--- config.mk ---
export PLATFORM = sky130hd
export DESIGN_NAME = wdt_window
export DESIGN_NICKNAME = d
export VERILOG_FILES = /design/src/rtl/wdt_pkg.sv /design/src/rtl/wdt_prescaler.sv /design/src/rtl/wdt_counter.sv /design/src/rtl/wdt_feed_check.sv /design/src/rtl/wdt_window.sv
export SDC_FILE = /design/constraint.sdc
export NUM_CORES = 1
export LEC_CHECK = 0
export ABC_AREA = 1
export BUFFER_PORTS_ARGS = -buffer_cell sky130_fd_sc_hd__clkbuf_2
export CAP_MARGIN = 20
export CORE_UTILIZATION = 45
export DETAILED_ROUTE_END_ITERATION = 8
export PLACE_DENSITY = 0.76
export SKIP_CTS_REPAIR_TIMING = 1
export SLEW_MARGIN = 20
export SYNTH_ARGS = -nofsm -noshare
export SYNTH_HDL_FRONTEND = slang
export SYNTH_SLANG_ARGS = --single-unit
export TNS_END_PERCENT = 20
--- constraint.sdc ---
create_clock -name clk -period 2.15 [get_ports clk]
set_clock_uncertainty 0.2 [all_clocks]
set_input_delay 0.215 -clock clk [delete_from_list [all_inputs] [get_ports clk]]
set_output_delay 0.215 -clock clk [all_outputs]
set_load 0.01 [all_outputs]
--- src/rtl/wdt_pkg.sv ---
package wdt_pkg;
  localparam int ADDR_W = 3;
  localparam logic [ADDR_W-1:0] A_MODE    = 3'd0;
  localparam logic [ADDR_W-1:0] A_TIMEOUT = 3'd1;
  localparam logic [ADDR_W-1:0] A_WINDOW  = 3'd2;
  localparam logic [ADDR_W-1:0] A_WARN    = 3'd3;
  localparam logic [ADDR_W-1:0] A_FEED    = 3'd4;
  localparam logic [ADDR_W-1:0] A_FLAGCLR = 3'd5;
  localparam logic [7:0] KEY_FIRST  = 8'hAA;
  localparam logic [7:0] KEY_SECOND = 8'h55;
endpackage

--- src/rtl/wdt_prescaler.sv ---
module wdt_prescaler #(
  parameter int DIV = 4
) (
  input  logic clk,
  input  logic rst_n,
  input  logic run_i,
  input  logic clr_i,
  output logic tick_o
);
  localparam int PW = (DIV > 1) ? $clog2(DIV) : 1;
  localparam logic [PW-1:0] LAST = PW'(DIV - 1);

  logic [PW-1:0] phase_q;

  assign tick_o = run_i && !clr_i && (phase_q == LAST);

  always_ff @(posedge clk or negedge rst_n) begin
    if (!rst_n)                  phase_q <= '0;
    else if (clr_i || !run_i)    phase_q <= '0;
    else if (phase_q == LAST)    phase_q <= '0;
    else                         phase_q <= phase_q + 1'b1;
  end

  AST_TICK_SPACED: assert property (@(posedge clk) disable iff (!rst_n)
    tick_o |=> !tick_o);
endmodule

--- src/rtl/wdt_counter.sv ---
module wdt_counter #(
  parameter int CNT_W = 24
) (
  input  logic             clk,
  input  logic             rst_n,
  input  logic             load_i,
  input  logic [CNT_W-1:0] load_val_i,
  input  logic             tick_i,
  output logic [CNT_W-1:0] count_o,
  output logic             expire_o
);
  logic [CNT_W-1:0] count_q;

  assign count_o  = count_q;
  assign expire_o = tick_i && !load_i && (count_q == '0);

  always_ff @(posedge clk or negedge rst_n) begin
    if (!rst_n)                         count_q <= '1;
    else if (load_i)                    count_q <= load_val_i;
    else if (tick_i && count_q != '0)   count_q <= count_q - 1'b1;
  end

  AST_LOAD_TAKES: assert property (@(posedge clk) disable iff (!rst_n)
    load_i |=> count_q == $past(load_val_i));
  AST_HOLD_NO_TICK: assert property (@(posedge clk) disable iff (!rst_n)
    (!load_i && !tick_i) |=> $stable(count_q));
  AST_STEP_DOWN: assert property (@(posedge clk) disable iff (!rst_n)
    (tick_i && !load_i && count_q != '0) |=> count_q == $past(count_q) - 1'b1);
endmodule

--- src/rtl/wdt_feed_check.sv ---
module wdt_feed_check
  import wdt_pkg::*;
(
  input  logic              clk,
  input  logic              rst_n,
  input  logic              active_i,
  input  logic              wr_en_i,
  input  logic [ADDR_W-1:0] wr_addr_i,
  input  logic [7:0]        wr_byte_i,
  output logic              feed_ok_o,
  output logic              seq_err_o
);
  logic armed_q, armed_d;
  logic feed_wr;

  assign feed_wr = wr_en_i && (wr_addr_i == A_FEED);

  always_comb begin
    feed_ok_o = 1'b0;
    seq_err_o = 1'b0;
    armed_d   = armed_q;
    if (!active_i) begin
      armed_d = 1'b0;
    end else if (armed_q) begin
      if (feed_wr && wr_byte_i == KEY_SECOND) feed_ok_o = 1'b1;
      else if (wr_en_i)                       seq_err_o = 1'b1;
      if (wr_en_i) armed_d = 1'b0;
    end else if (feed_wr) begin
      if (wr_byte_i == KEY_FIRST) armed_d   = 1'b1;
      else                        seq_err_o = 1'b1;
    end
  end

  always_ff @(posedge clk or negedge rst_n) begin
    if (!rst_n) armed_q <= 1'b0;
    else        armed_q <= armed_d;
  end

  AST_OK_NEEDS_ACTIVE: assert property (@(posedge clk) disable iff (!rst_n)
    (feed_ok_o || seq_err_o) |-> active_i);
  AST_OK_DISARMS: assert property (@(posedge clk) disable iff (!rst_n)
    feed_ok_o |=> !armed_q);
endmodule

--- src/rtl/wdt_window.sv ---
module wdt_window
  import wdt_pkg::*;
#(
  parameter int CNT_W   = 24,
  parameter int PRE_DIV = 4
) (
  input  logic              clk,
  input  logic              rst_n,
  input  logic              wr_en,
  input  logic [2:0]        wr_addr,
  input  logic [CNT_W-1:0]  wr_data,
  output logic              enabled_o,
  output logic              reset_req_o,
  output logic              irq_o,
  output logic              warn_o,
  output logic              wd_flag_o,
  output logic [CNT_W-1:0]  count_o
);
  logic [CNT_W-1:0] timeout_q, window_q, warn_q;
  logic enable_q, rst_mode_q, irq_q, warn_q_f, wd_flag_q, rst_req_q;
  logic tick, expire, feed_ok, seq_err, early, load, fault, en_set;
  logic [CNT_W-1:0] count;

  function automatic logic hit(input logic [2:0] a);
    return wr_en && (wr_addr == a);
  endfunction

  assign en_set = hit(A_MODE) && wr_data[0] && !enable_q;
  assign early  = feed_ok && (count > window_q);
  assign load   = en_set || (feed_ok && !early);
  assign fault  = expire || early || seq_err;

  wdt_prescaler #(.DIV(PRE_DIV)) u_pre (
    .clk(clk), .rst_n(rst_n), .run_i(enable_q), .clr_i(load), .tick_o(tick));

  wdt_counter #(.CNT_W(CNT_W)) u_cnt (
    .clk(clk), .rst_n(rst_n), .load_i(load), .load_val_i(timeout_q),
    .tick_i(tick), .count_o(count), .expire_o(expire));

  wdt_feed_check u_feed (
    .clk(clk), .rst_n(rst_n), .active_i(enable_q), .wr_en_i(wr_en),
    .wr_addr_i(wr_addr), .wr_byte_i(wr_data[7:0]),
    .feed_ok_o(feed_ok), .seq_err_o(seq_err));

  always_ff @(posedge clk or negedge rst_n) begin
    if (!rst_n) begin
      timeout_q <= '1;
      window_q  <= '1;
      warn_q    <= '0;
    end else begin
      if (hit(A_TIMEOUT)) timeout_q <= wr_data;
      if (hit(A_WINDOW))  window_q  <= wr_data;
      if (hit(A_WARN))    warn_q    <= wr_data;
    end
  end

  always_ff @(posedge clk or negedge rst_n) begin
    if (!rst_n) begin
      enable_q   <= 1'b0;
      rst_mode_q <= 1'b0;
      irq_q      <= 1'b0;
      warn_q_f   <= 1'b0;
      wd_flag_q  <= 1'b0;
      rst_req_q  <= 1'b0;
    end else begin
      if (fault)       enable_q <= 1'b0;
      else if (en_set) enable_q <= 1'b1;
      if (hit(A_MODE) && wr_data[1]) rst_mode_q <= 1'b1;
      rst_req_q <= fault && rst_mode_q;
      if (fault && !rst_mode_q)                 irq_q <= 1'b1;
      else if (hit(A_FLAGCLR) && wr_data[0])    irq_q <= 1'b0;
      if (enable_q && count == warn_q)          warn_q_f <= 1'b1;
      else if (hit(A_FLAGCLR) && wr_data[1])    warn_q_f <= 1'b0;
      if (fault && rst_mode_q)                  wd_flag_q <= 1'b1;
      else if (hit(A_FLAGCLR) && wr_data[2])    wd_flag_q <= 1'b0;
    end
  end

  assign enabled_o   = enable_q;
  assign reset_req_o = rst_req_q;
  assign irq_o       = irq_q;
  assign warn_o      = warn_q_f;
  assign wd_flag_o   = wd_flag_q;
  assign count_o     = count;

  AST_RST_PULSE_ONE: assert property (@(posedge clk) disable iff (!rst_n)
    rst_req_q |=> !rst_req_q);
  AST_IRQ_INT_MODE: assert property (@(posedge clk) disable iff (!rst_n)
    $rose(irq_q) |-> !$past(rst_mode_q));
  AST_EXPIRE_STOPS: assert property (@(posedge clk) disable iff (!rst_n)
    expire |=> !enable_q);
  AST_EARLY_FAULTS: assert property (@(posedge clk) disable iff (!rst_n)
    early |=> (irq_q || rst_req_q));
  AST_EN_STICKY: assert property (@(posedge clk) disable iff (!rst_n)
    (enable_q && !fault) |=> enable_q);
endmodule

# Word-level counts from Yosys, hierarchy flattened
# Cells that the tools add are included.
# classes
addsub	2
order_cmp	1
eq_ne	9
n_mux	26
n_reduce_logical	39
# ops
op	count
two-way mux 24 bit	2
== test 24 bit	1
> comparator 24 bit	1
logical NOT 24 bit	1
nonzero test 24 bit	1
subtractor 24 x 1 -> 24 bit, second input constant	1
logical AND 1 bit	23
two-way mux 1 bit	22
nonzero test 2 bit	5
== test 8 x 7 -> 1 bit, second input constant	1
== test 8 bit, second input constant	1
== test 3 x 2 -> 1 bit, second input constant	2
== test 3 bit, second input constant	2
logical NOT 1 bit	4
logical OR 1 bit	4
two-way mux 2 bit	2
== test 3 x 1 -> 1 bit, second input constant	1
logical NOT 3 bit	1
adder 2 x 1 -> 2 bit, second input constant	1
== test 2 bit, second input constant	1
# word_totals
regBits	105

# Logic depth before layout (Yosys ltp)
# Gate-level depths: netlist (run 1).
# logic_depth
word_depth	19
ltp_mapped	19
ltp_nobuf	18

# Cells and area by module
# A second synthesis (run 1) with hierarchy kept.
# hier_totals
hier_cells	812
area_unflattened_um2	6189.7
# modules_own_cells
mod	n_inst	cells_each	area_per_inst_um2
wdt_window	1	461	3961.3
wdt_counter	1	303	1936.9
wdt_feed_check	1	36	190.2
wdt_prescaler	1	12	101.3

# Least setup slack after synthesis (run 1)
# OpenSTA, ideal clock, no wires.
# synth_path
kind	register -> register
startpoint	reg window_q[23]
endpoint	reg u_cnt.count_q[18] (netlist: u_cnt.count_o[18])
setup_ns	0.060
t_arrival_ns	2.023
required_time_ns	1.890
setup_slack_ns	-0.133
stages_incl_launch_ff	16
n_path_buf	1
synth_period_minus_slack_ns	2.283
cell_sequence	dfstp_2 inv_1 ha_1 nand2_1 nor2_1 nand2_1 nor2_2 nand2_1 nand3_2 nand2_4 nand2_8 nand4_4 nand2_8 buf_12 nand2_4 nand2_2
# synth_between
elab_chain_cells	10
word_cells_on_any_way	11
# synth_rtl
element	line_no	text
start, declared	wdt_window.sv:19	logic [CNT_W-1:0] timeout_q, window_q, warn_q;
start signal, assigned	wdt_window.sv:52	if (hit(A_WINDOW)) window_q <= wr_data;
> comparator 24 bit (*)	wdt_window.sv:29	assign early = feed_ok && (count > window_q);
logical AND 1 bit (*)	wdt_window.sv:29	
logical NOT 1 bit (*)	wdt_window.sv:30	assign load = en_set || (feed_ok && !early);
logical AND 1 bit (*)	wdt_window.sv:30	
logical OR 1 bit (*)	wdt_window.sv:30	
logical NOT 1 bit	wdt_prescaler.sv:15	assign tick_o = run_i && !clr_i && (phase_q == LAST);
logical AND 1 bit (2 in series)	wdt_prescaler.sv:15	
logical AND 1 bit	wdt_counter.sv:20	else if (tick_i && count_q != '0) count_q <= count_q - 1'b1;
nonzero test 2 bit (no line)	-	
end signal, assigned	wdt_counter.sv:19	else if (load_i) count_q <= load_val_i;
end signal, assigned	wdt_counter.sv:20	
end, declared	wdt_counter.sv:12	logic [CNT_W-1:0] count_q;
# Every way passes the cells marked *; elsewhere a longest branch is shown, timed or not.
# A chain may end at the register's enable or synchronous reset.

# Final worst setup path (run 1)
# layout_path
startpoint	reg window_q[13]
endpoint	reg u_cnt.count_q[1] (netlist: u_cnt.count_o[1])
# Same word-level chain as after synthesis.

==> results of run 1 <==
-- per-stage QoR --
stage | power, W | hold WS [ns] | setup TNS, ns | cells
finish | 0.00921 | -0.0296 | -11.87 | 1074
detailed placement | 0.00743 | 0.0173 | -10.36 | 1037
floorplan | 0.00592 | -0.281 | -2.58 | 768
global route | 0.00992 | 0.0100 | -14.68 | 1074
global placement | 0.00732 | 0.00817 | -7.30 | 1037
CTS | 0.00902 | -0.366 | -10.51 | 1051
-- report_power, final --
part	total, W	internal [W]	switching (W)
Clock	0.00155	0.000838	0.000712
Combinational	0.00463	0.00197	0.00265
Sequential	0.00303	0.00269	0.000338
-- cell type report --
cell class	instances	share of cell area, %
Multi-Input combinational cell	541	41.1
Sequential cell	105	34.4
Timing Repair Buffer	141	13.9
Inverter	93	4.45
Clock buffer	14	3.34
Tap cell	180	2.85
-- layout by cell type, fill, tap and decap left out, types with 2 or more instances in the layout --
cell type | synthesis | final
buf_12 | 2 | 10
inv_2 | 4 | 7
a21o_1 | 2 | 2
xor2_1 | 19 | 19
clkbuf_8 | 0 | 2
nand2_8 | 3 | 3
nor4_2 | 0 | 2
ha_1 | 26 | 20
buf_4 | 4 | 52
inv_1 | 88 | 85
clkbuf_1 | 17 | 3
nand2_2 | 42 | 49
clkbuf_16 | 0 | 9
a21oi_1 | 9 | 9
nand3_1 | 62 | 62
nand4_2 | 3 | 3
nor3_1 | 5 | 5
nand4_1 | 8 | 8
dfstp_2 | 72 | 72
a211oi_1 | 2 | 2
or2_2 | 2 | 2
clkbuf_2 | 0 | 57
nand3b_1 | 2 | 2
nor2_2 | 4 | 4
nand2_4 | 21 | 22
nor2_1 | 37 | 37
xnor2_1 | 8 | 8
dfrtp_1 | 33 | 33
o21ai_0 | 86 | 85
o2111ai_1 | 3 | 3
nand3_2 | 2 | 2
nand2_1 | 180 | 172
nor2_4 | 3 | 3
dlygate4sd3_1 | 0 | 22
ha_4 | 0 | 6
-- kinds of logic (layout without fill, tap and decap cells) --
| logic type | after synthesis | count (layout) | synth area share [%] |
|---|---|---|---|
| compound gates | 107 | 107 | 8.99 |
| flops | 105 | 105 | 42.7 |
| xor+xnor | 27 | 27 | 3.72 |
| fa+ha+maj | 26 | 26 | 5.12 |
| buf+inv | 122 | 248 | 8.09 |
| simple gates | 381 | 381 | 31.3 |
-- cell usage after synthesis (5+ instances only) --
cell type  number  area [um2]
nand2_1       180         676
xor2_1         19         166
nor3_1          5        25.0
inv_1          88         330
clkbuf_1       17        63.8
nand2_2        42         263
ha_1           26         325
a21oi_1         9        45.0
nand2_4        21         236
buf_2           5        25.0
dfrtp_1        33         826
nand3_1        62         310
xnor2_1         8        70.1
nor2_1         37         139
o21ai_0        86         430
dfstp_2        72        1890
nand4_1         8        50.1
-- layer usage --
metal	GRT usage (%)	wire [um]	share of wire [%]
met1	31.2	7540	47
met2	37.6	7610	48
met3	3.48	539	3.4
met4	7.64	249	1.6
met5	0	0	0
-- sequential cells by signal, indices dropped and copies added, names as in the netlist, 2 cells and up --
register	cells
timeout_q	24
u_cnt.count_o	24
warn_q	24
window_q	24
u_pre.phase_q	2
-- worst register-to-register path, stage by stage, from the launching register on --
cell and delay, ns:
dfstp_2 0.54, inv_2 0.05, ha_4 0.26, nand2_2 0.05
nor2_2 0.12, nand4_1 0.18, nor2_2 0.19, nand2_1 0.10
nand3_2 0.10, nand2_4 0.08, nand2_8 0.10, nand4_4 0.16
nand2_8 0.16, buf_12 0.16, nand2_1 0.06, nand2_1 0.05
-- worst paths after layout --
check	startpoint	to	slack (ns)	cells after the start
max	window_q[13]	u_cnt.count_o[1]	-0.46	15
min	wr_data[4]	warn_q[4]	-0.03	3
max reg2reg	window_q[13]	u_cnt.count_o[1]	-0.46	15
min reg2reg	u_pre.phase_q[0]	u_pre.phase_q[0]	0.25	1
max in group asynchronous	rst_n	window_q[2]	0.88	3
min in group asynchronous	rst_n	warn_q[19]	0.16	2
==> impl_metrics.env, run 1 <==
export IMPL_status="complete, but fails checks"
export IMPL_failed_checks="negative hold slack, negative setup slack"
export IMPL_maxCapViolCount=0
export IMPL_grt_total_usage_pct=23.0
export IMPL_drtAntennaViolNets=0
export IMPL_fp_dieW_um=121
export IMPL_crit_family="simple AND/OR/NAND/NOR gates"
export IMPL_synth_edf_count=0
export IMPL_fill_cells=1228
export IMPL_grt_pass1_vias=5166
export IMPL_syn_inst=768
export IMPL_grt_overflow=0
export IMPL_cp_cell_sequence="inv_2 -> ha_4 -> nand2_2 -> nor2_2 -> nand4_1 -> nor2_2 -> nand2_1 -> nand3_2 -> nand2_4 -> nand2_8 -> nand4_4 -> nand2_8 -> buf_12 -> nand2_1 -> nand2_1"
export IMPL_num_antenna_cells=0
export IMPL_vias=5332
export IMPL_yosys_warnings=0
export IMPL_detail_route_iter0_violations=434
export IMPL_first_pass_iters=6
export IMPL_initial_utilization_pct=46.0
export IMPL_cp_data_arrival_time_ns=2.72
export IMPL_grt_pass1_wl_mm=26.0
export IMPL_ctsRootBufferMaster="clkbuf_16"
export IMPL_yosysUniqueCellTypes=41
export IMPL_finalCritPeriodShare_pct=121
export IMPL_area_delta_synth_final_pct=24.2
export IMPL_drc_errors=0
export IMPL_p_leak_nw=4.09
export IMPL_gp_congestion=0.846
export IMPL_regArea_um2=2720
export IMPL_io_pins=59
export IMPL_drt_wl_total_mm=15.9
export IMPL_cp_slowest_cell="dfstp_2"
export IMPL_numCtsBuffers=9
export IMPL_cts_clk_slew_worst_paths_ns=0.07
export IMPL_finish_instance_area_um2=7900
export IMPL_antenna_found_initial=0
export IMPL_slowest_delay_ns=0.54
export IMPL_period_needed_ns=2.61
export IMPL_worst_slack_ns=-0.458
export IMPL_place_area_um2=7300
export IMPL_slew_viol_final=0
export IMPL_fmax_mhz=383
export IMPL_grt_max_degree=53
export IMPL_htreeDepth=3
export IMPL_nNetsFinal=947
export IMPL_synth_seq_cells=105
export IMPL_worst_pin_slew_ns=0.480
export IMPL_dp_hpwl_mm=11.3
export IMPL_pre_cts_slack_ns=-0.397
export IMPL_critical_path_most_common_cell="nand2_1"
export IMPL_critPathBufInv=2
export IMPL_synthArstFlopShare_pct=100
export IMPL_cts_tree="done"
export IMPL_path_class="reg -> reg"
export IMPL_crit_path_end_kind="flip-flop"
export IMPL_syn_nets=824
export IMPL_core_region_area_um2=13800
export IMPL_critPathLaunchType="flip-flop"
export IMPL_placementRows=43
export IMPL_wl_per_cell_um=14.8
export IMPL_synthFlopType="dfstp_2"
export IMPL_hold_class="in -> reg"
export IMPL_setup_viol_count_final=30
export IMPL_finalHoldViolCount=3
export IMPL_io_buffers=58
export IMPL_multi_input_area_um2=3240
export IMPL_dieHeight_um=121
export IMPL_worstSkewPairLatency_ns=0.36
export IMPL_slew_headroom_pct=67.1
export IMPL_syn_area_um2=6360
export IMPL_cts_sinks=105
export IMPL_die_area_um2=14600
export IMPL_cts_buffer_depth=2
export IMPL_layout_drive_gt1_share_pct=34.7
export IMPL_via_per_inst=4.96
export IMPL_critPathMaxFanout=8
export IMPL_ir_worst_vdd_mv=0.530
export IMPL_postSynthAreaPerCell_um2=8.28
export IMPL_cp_data_required_time_ns=2.26
export IMPL_fin_util_pct=57.1
export IMPL_fin_hold_ws_ns=-0.0296
export IMPL_yosysSeqAreaShare_pct=42.7
export IMPL_power_density_nw_per_um2=1170
export IMPL_rsz0062_at_grt="true"
Note: power is estimated with default switching activity, not from simulation.
==> run 2, diff against run 1 <==
- ABC_AREA: 1 -> not set
==> impl_metrics.env, run 2 <==
export IMPL_drtAntennaViolNets=0
export IMPL_slew_headroom_pct=60.8
export IMPL_fmax_mhz=332
export IMPL_num_antenna_cells=0
export IMPL_numCtsBuffers=9
export IMPL_finalHoldViolCount=0
export IMPL_layout_common_cells="buf_4, dfstp_2, clkbuf_2"
export IMPL_grt_pass1_vias=4749
export IMPL_vias=4790
export IMPL_yosysSeqAreaShare_pct=48.4
export IMPL_ctsRootBufferMaster="clkbuf_16"
export IMPL_io_pins=59
export IMPL_period_needed_ns=3.01
export IMPL_io_buffers=58
export IMPL_critPathMaxFanout=5
export IMPL_synth_seq_cells=105
export IMPL_failed_checks="negative setup slack"
export IMPL_yosysTopAreaCellShare_pct=33.7
export IMPL_initial_utilization_pct=46.4
export IMPL_area_delta_synth_final_pct=37.0
export IMPL_dieHeight_um=114
export IMPL_syn_nets=567
export IMPL_yosys_area_top_type="dfstp_2"
export IMPL_slowest_delay_ns=0.53
export IMPL_worst_pin_slew_ns=0.583
export IMPL_detail_route_iter0_violations=363
export IMPL_syn_area_um2=5620
export IMPL_power_density_nw_per_um2=1080
export IMPL_via_per_inst=5.58
export IMPL_drc_errors=0
export IMPL_ir_worst_vdd_mv=0.618
export IMPL_hp_start="wr_data[6]"
export IMPL_nNetsFinal=742
export IMPL_crit_path_end_kind="flip-flop"
export IMPL_layout_drive_gt1_share_pct=51.1
export IMPL_critPathLaunchType="flip-flop"
export IMPL_cp_cell_sequence="inv_2 -> ha_4 -> nand4_1 -> nor4_4 -> nor2b_1 -> a21boi_2 -> buf_4 -> o31ai_4 -> buf_6 -> buf_4 -> buf_6 -> a22o_1"
export IMPL_gp_congestion=0.904
export IMPL_maxCapViolCount=0
export IMPL_status="complete, but fails checks"
export IMPL_critPathBufInv=5
export IMPL_cts_buffer_depth=2
export IMPL_fin_util_pct=63.5
export IMPL_die_area_um2=12900
export IMPL_grt_overflow=0
export IMPL_holdPathEnd="window_q[6]"
export IMPL_r2r_slack_ns=-0.86
export IMPL_yosys_warnings=0
export IMPL_fin_cells=859
export IMPL_fin_hold_ws_ns=0.0196
export IMPL_dp_hpwl_mm=11.3
export IMPL_worstReg2RegStart="window_q[23]"
export IMPL_yosysUniqueCellTypes=56
export IMPL_htreeDepth=3
export IMPL_setup_viol_count_final=30
export IMPL_first_pass_iters=5
export IMPL_cp_data_required_time_ns=2.24
export IMPL_final_common_cell="buf_4"
export IMPL_slew_viol_final=0
export IMPL_r2r_end="u_cnt.count_o[8]"
export IMPL_core_region_area_um2=12100
export IMPL_synth_area_leaders="dfstp_2, dfrtp_1, mux2_2"
export IMPL_gr_usage_met3_pct=5.95
export IMPL_p_leak_nw=3.31
export IMPL_cp_slowest_cell="dfstp_2"
export IMPL_wl_per_cell_um=18.7
export IMPL_grt_pass1_wl_mm=24.7
export IMPL_numPlacedInstances=816
export IMPL_rsz0062_at_grt="true"
export IMPL_min_path_cells=4
export IMPL_synth_edf_count=0
export IMPL_grt_use_met1_pct=32.5
export IMPL_worst_slack_ns=-0.858
export IMPL_cts_tree="done"
export IMPL_cts_sinks=105
export IMPL_grt_total_usage_pct=25.1
export IMPL_synthArstFlopShare_pct=100
export IMPL_cp_data_arrival_time_ns=3.10
export IMPL_worstSkewPairLatency_ns=0.36
export IMPL_fp_dieW_um=114
export IMPL_syn_inst=511
export IMPL_synthFlopType="dfstp_2"
export IMPL_gr_usage_met2_pct=41.6
export IMPL_placementRows=40
export IMPL_antenna_found_initial=0
export IMPL_grt_busiest_layer="met2"
export IMPL_synthTopCellsByCount="dfstp_2, mux2_2, nand2_1, dfrtp_1, o21ai_0"
export IMPL_hold_class="in -> reg"
export IMPL_cts_clk_slew_worst_paths_ns=0.07
export IMPL_postSynthAreaPerCell_um2=11.0
export IMPL_worstRegToRegCells=12
export IMPL_finalCritPeriodShare_pct=140
export IMPL_grt_max_degree=48
export IMPL_path_class="reg -> reg"
export IMPL_crit_family="simple AND/OR/NAND/NOR gates"
export IMPL_pre_cts_slack_ns=-0.674
export IMPL_drt_wl_total_mm=16.1
export IMPL_yosysMostFrequentCell="dfstp_2"
-- run 2: cell types whose count changed in the layout (fill, tap and decap cells not counted), moves of 27 or more --
cell	change
buf_4	+44
inv_1	-62
mux2_2	+54
nand2_1	-120
nand2_2	-49
nand3_1	-46
nor2_1	-27
o21ai_0	-54
-- run 2: routing by layer --
| metal | up-vias | part of all wire, % |
|---|---|---|
| met5 | - | 0 |
| met2 | 149 | 49 |
| met1 | 2421 | 44 |
| met3 | 29 | 5.1 |
| li1 | 2191 | - |
| met4 | 0 | 2.1 |
-- run 2: area by class of cell --
cell class | count | area [um2]
Fill cell | 948 | 4420
Timing Repair Buffer | 184 | 1410
Tap cell | 168 | 210
Clock inverter | 4 | 28.8
Multi-Input combinational cell | 356 | 2960
Inverter | 30 | 113
Clock buffer | 12 | 246
Sequential cell | 105 | 2720
-- run 2: power breakdown --
| group | internal [W] | total (W) | leakage [nW] | switching, W |
|---|---|---|---|---|
| clock | 0.000818 | 0.00155 | 0.129 | 0.000728 |
| combinational | 0.00186 | 0.00369 | 2.03 | 0.00183 |
| sequential | 0.00274 | 0.00311 | 1.16 | 0.000369 |
| total | 0.00542 | 0.00834 | 3.31 | 0.00292 |
-- run 2: cells by family after synthesis --
logic type | count (synthesis) | synth area share [%]
multiplexers | 62 | 12.3
XOR/XNOR | 34 | 5.30
buffers and inverters | 50 | 3.85
AO/OA/AOI/OAI | 87 | 10.5
AND/OR/NAND/NOR | 147 | 13.9
adder cells (fa/ha/maj) | 26 | 5.79
flip-flops | 105 | 48.4
-- run 2: how the worst max path moves through the flow --
stage	startpoint	end	slack (ns)	depth (start not counted)
floorplan	u_cnt.count_o[5]	u_cnt.count_o[17]	-0.58	8
global placement	window_q[18]	u_cnt.count_o[9]	-0.59	9
detailed placement	window_q[16]	u_cnt.count_o[9]	-0.67	9
CTS	window_q[16]	u_cnt.count_o[9]	-0.70	9
global route	window_q[23]	u_cnt.count_o[8]	-0.91	12
finish	window_q[23]	u_cnt.count_o[8]	-0.86	12
-- run 2: metrics by stage --
stage,power [W],instance area (um2),setup TNS (ns)
after global placement,0.00635,7010,-14.80
after global routing,0.00879,7690,-24.35
after detailed placement,0.00652,7010,-16.99
final,0.00834,7690,-22.82
after CTS,0.00808,7290,-17.49
after floorplan,0.00496,5780,-12.80
-- run 2: tightest hold or removal path, cell delays in order --
cell      delay (ns)
clkbuf_2        0.09
buf_4           0.14
nand2_1         0.05
o21ai_0         0.07
==> run 3, diff against run 2 <==
- CORE_MARGIN: not set -> 2
==> impl_metrics.env, run 3 (synthesized netlist as in run 2, its figures left out) <==
export IMPL_drc_errors=0
export IMPL_critPathMaxFanout=11
export IMPL_ctsRootBufferMaster="clkbuf_16"
export IMPL_worstSkewPairLatency_ns=0.36
export IMPL_rsz0062_at_grt="true"
export IMPL_power_density_nw_per_um2=1120
export IMPL_worstReg2RegStart="window_q[19]"
export IMPL_grt_max_degree=48
export IMPL_hold_class="in -> reg"
export IMPL_critPathLaunchType="flip-flop"
export IMPL_cp_cell_sequence="inv_2 -> ha_4 -> nand4_1 -> nor4_4 -> and2_4 -> a31oi_4 -> o31ai_4 -> buf_12 -> mux2_2"
export IMPL_setup_viol_count_final=30
export IMPL_worst_pin_slew_ns=0.603
export IMPL_fp_dieW_um=116
export IMPL_fmax_mhz=343
export IMPL_slew_viol_final=0
export IMPL_min_path_cells=4
export IMPL_layout_common_cells="buf_4, dfstp_2, clkbuf_2"
export IMPL_die_area_um2=13400
export IMPL_grt_pass1_vias=4785
export IMPL_drtAntennaViolNets=0
export IMPL_holdPathEnd="window_q[3]"
export IMPL_status="complete, but fails checks"
export IMPL_fill_cells=978
export IMPL_cts_buffer_depth=2
export IMPL_cts_tree="done"
export IMPL_drt_wl_total_mm=15.9
export IMPL_num_antenna_cells=0
export IMPL_worstRegToRegCells=9
export IMPL_htreeDepth=3
export IMPL_placementRows=40
export IMPL_hp_start="wr_data[3]"
export IMPL_layout_drive_gt1_share_pct=49.6
export IMPL_grt_overflow=0
export IMPL_detail_route_iter0_violations=277
export IMPL_finalCritPeriodShare_pct=136
export IMPL_gp_congestion=0.914
export IMPL_fin_util_pct=62.8
export IMPL_period_needed_ns=2.92
export IMPL_cp_data_required_time_ns=2.23
export IMPL_maxCapViolCount=0
export IMPL_cts_sinks=105
export IMPL_io_pins=59
export IMPL_nNetsFinal=731
export IMPL_cp_slowest_cell="dfstp_2"
export IMPL_finalHoldViolCount=0
export IMPL_ir_worst_vdd_mv=0.735
export IMPL_first_pass_iters=5
export IMPL_fin_cells=848
export IMPL_dp_hpwl_mm=11.2
export IMPL_io_buffers=58
export IMPL_numPlacedInstances=810
export IMPL_multi_input_area_um2=2920
export IMPL_wl_per_cell_um=18.7
export IMPL_r2r_end="u_cnt.count_o[7]"
export IMPL_p_leak_nw=3.29
export IMPL_area_delta_synth_final_pct=35.4
export IMPL_numCtsBuffers=9
export IMPL_cp_data_arrival_time_ns=3.00
export IMPL_cts_clk_slew_worst_paths_ns=0.07
export IMPL_worst_slack_ns=-0.767
export IMPL_vias=4707
export IMPL_grt_total_usage_pct=24.2
export IMPL_via_per_inst=5.55
export IMPL_initial_utilization_pct=46.4
export IMPL_final_common_cell="buf_4"
export IMPL_fin_hold_ws_ns=0.0151
export IMPL_regArea_um2=2720
export IMPL_startpoint="window_q[19]"
export IMPL_slowest_delay_ns=0.53
export IMPL_path_class="reg -> reg"
export IMPL_crit_path_end_kind="flip-flop"
export IMPL_r2r_slack_ns=-0.77
export IMPL_antenna_found_initial=0
export IMPL_failed_checks="negative setup slack"
export IMPL_grt_pass1_wl_mm=24.6
export IMPL_core_region_area_um2=12100
export IMPL_dieHeight_um=116
export IMPL_slew_headroom_pct=59.4
==> run 3: cell count changes in the layout (fill, tap and decap cells not counted), moves of 2 or more <==
cell / change
clkinvlp_4: -2
buf_4: -7
bufinv_16: +2
clkbuf_1: -2
clkbuf_8: +2
buf_6: -4
==> run 3: metrics by stage <==
stage	power (W)	setup TNS, ns	cell area [um2]	setup WS [ns]
2_1_floorplan	0.00496	-12.80	5780	-0.578
3_3_place_gp	0.00630	-18.12	6970	-0.713
3_5_place_dp	0.00647	-19.74	6970	-0.771
4_1_cts	0.00836	-20.53	7310	-0.798
5_1_grt	0.00895	-22.50	7610	-0.833
6_report	0.00850	-20.50	7610	-0.767
==> run 3: layout make-up <==
class	count	area share [%]
multi-input combinational	356	38.4
sequential	105	35.7
timing repair buffer	173	17.2
clock buffer	12	3.50
tap	168	2.76
inverter	30	1.48
clock inverter	4	0.971
==> run 3: worst max path at each step <==
| stage | endpoint | slack [ns] | depth (start not counted) |
|---|---|---|---|
| finish | u_cnt.count_o[7] | -0.77 | 9 |
| global route | u_cnt.count_o[7] | -0.83 | 9 |
| CTS | u_cnt.count_o[0] | -0.80 | 9 |
| detailed placement | u_cnt.count_o[0] | -0.77 | 9 |
| global placement | u_cnt.count_o[10] | -0.71 | 9 |
| floorplan | u_cnt.count_o[17] | -0.58 | 8 |
==> run 3: worst max-delay path, delay by kind of cell (launching register included) <==
kind,cells,cell delay [ns]
simple gates,3,0.92
flops,1,0.53
mux,1,0.34
compound gates,2,0.34
buf+inv,2,0.25
fa+ha+maj,1,0.25
==> run 3: report_power, final <==
| part | switching, W | leakage [nW] | internal (W) |
|---|---|---|---|
| combinational | 0.00176 | 1.96 | 0.00177 |
| clock | 0.000739 | 0.169 | 0.00112 |
| sequential | 0.000366 | 1.16 | 0.00274 |
| total | 0.00287 | 3.29 | 0.00563 |
==> run 3: metal layers <==
layer | up-vias | GRT usage (%) | wire, um
met3 | 31 | 5.07 | 813
met4 | 0 | 9.68 | 462
li1 | 2168 | - | -
met2 | 154 | 40.5 | 7710
met5 | - | 0 | 0
met1 | 2354 | 30.9 | 6880
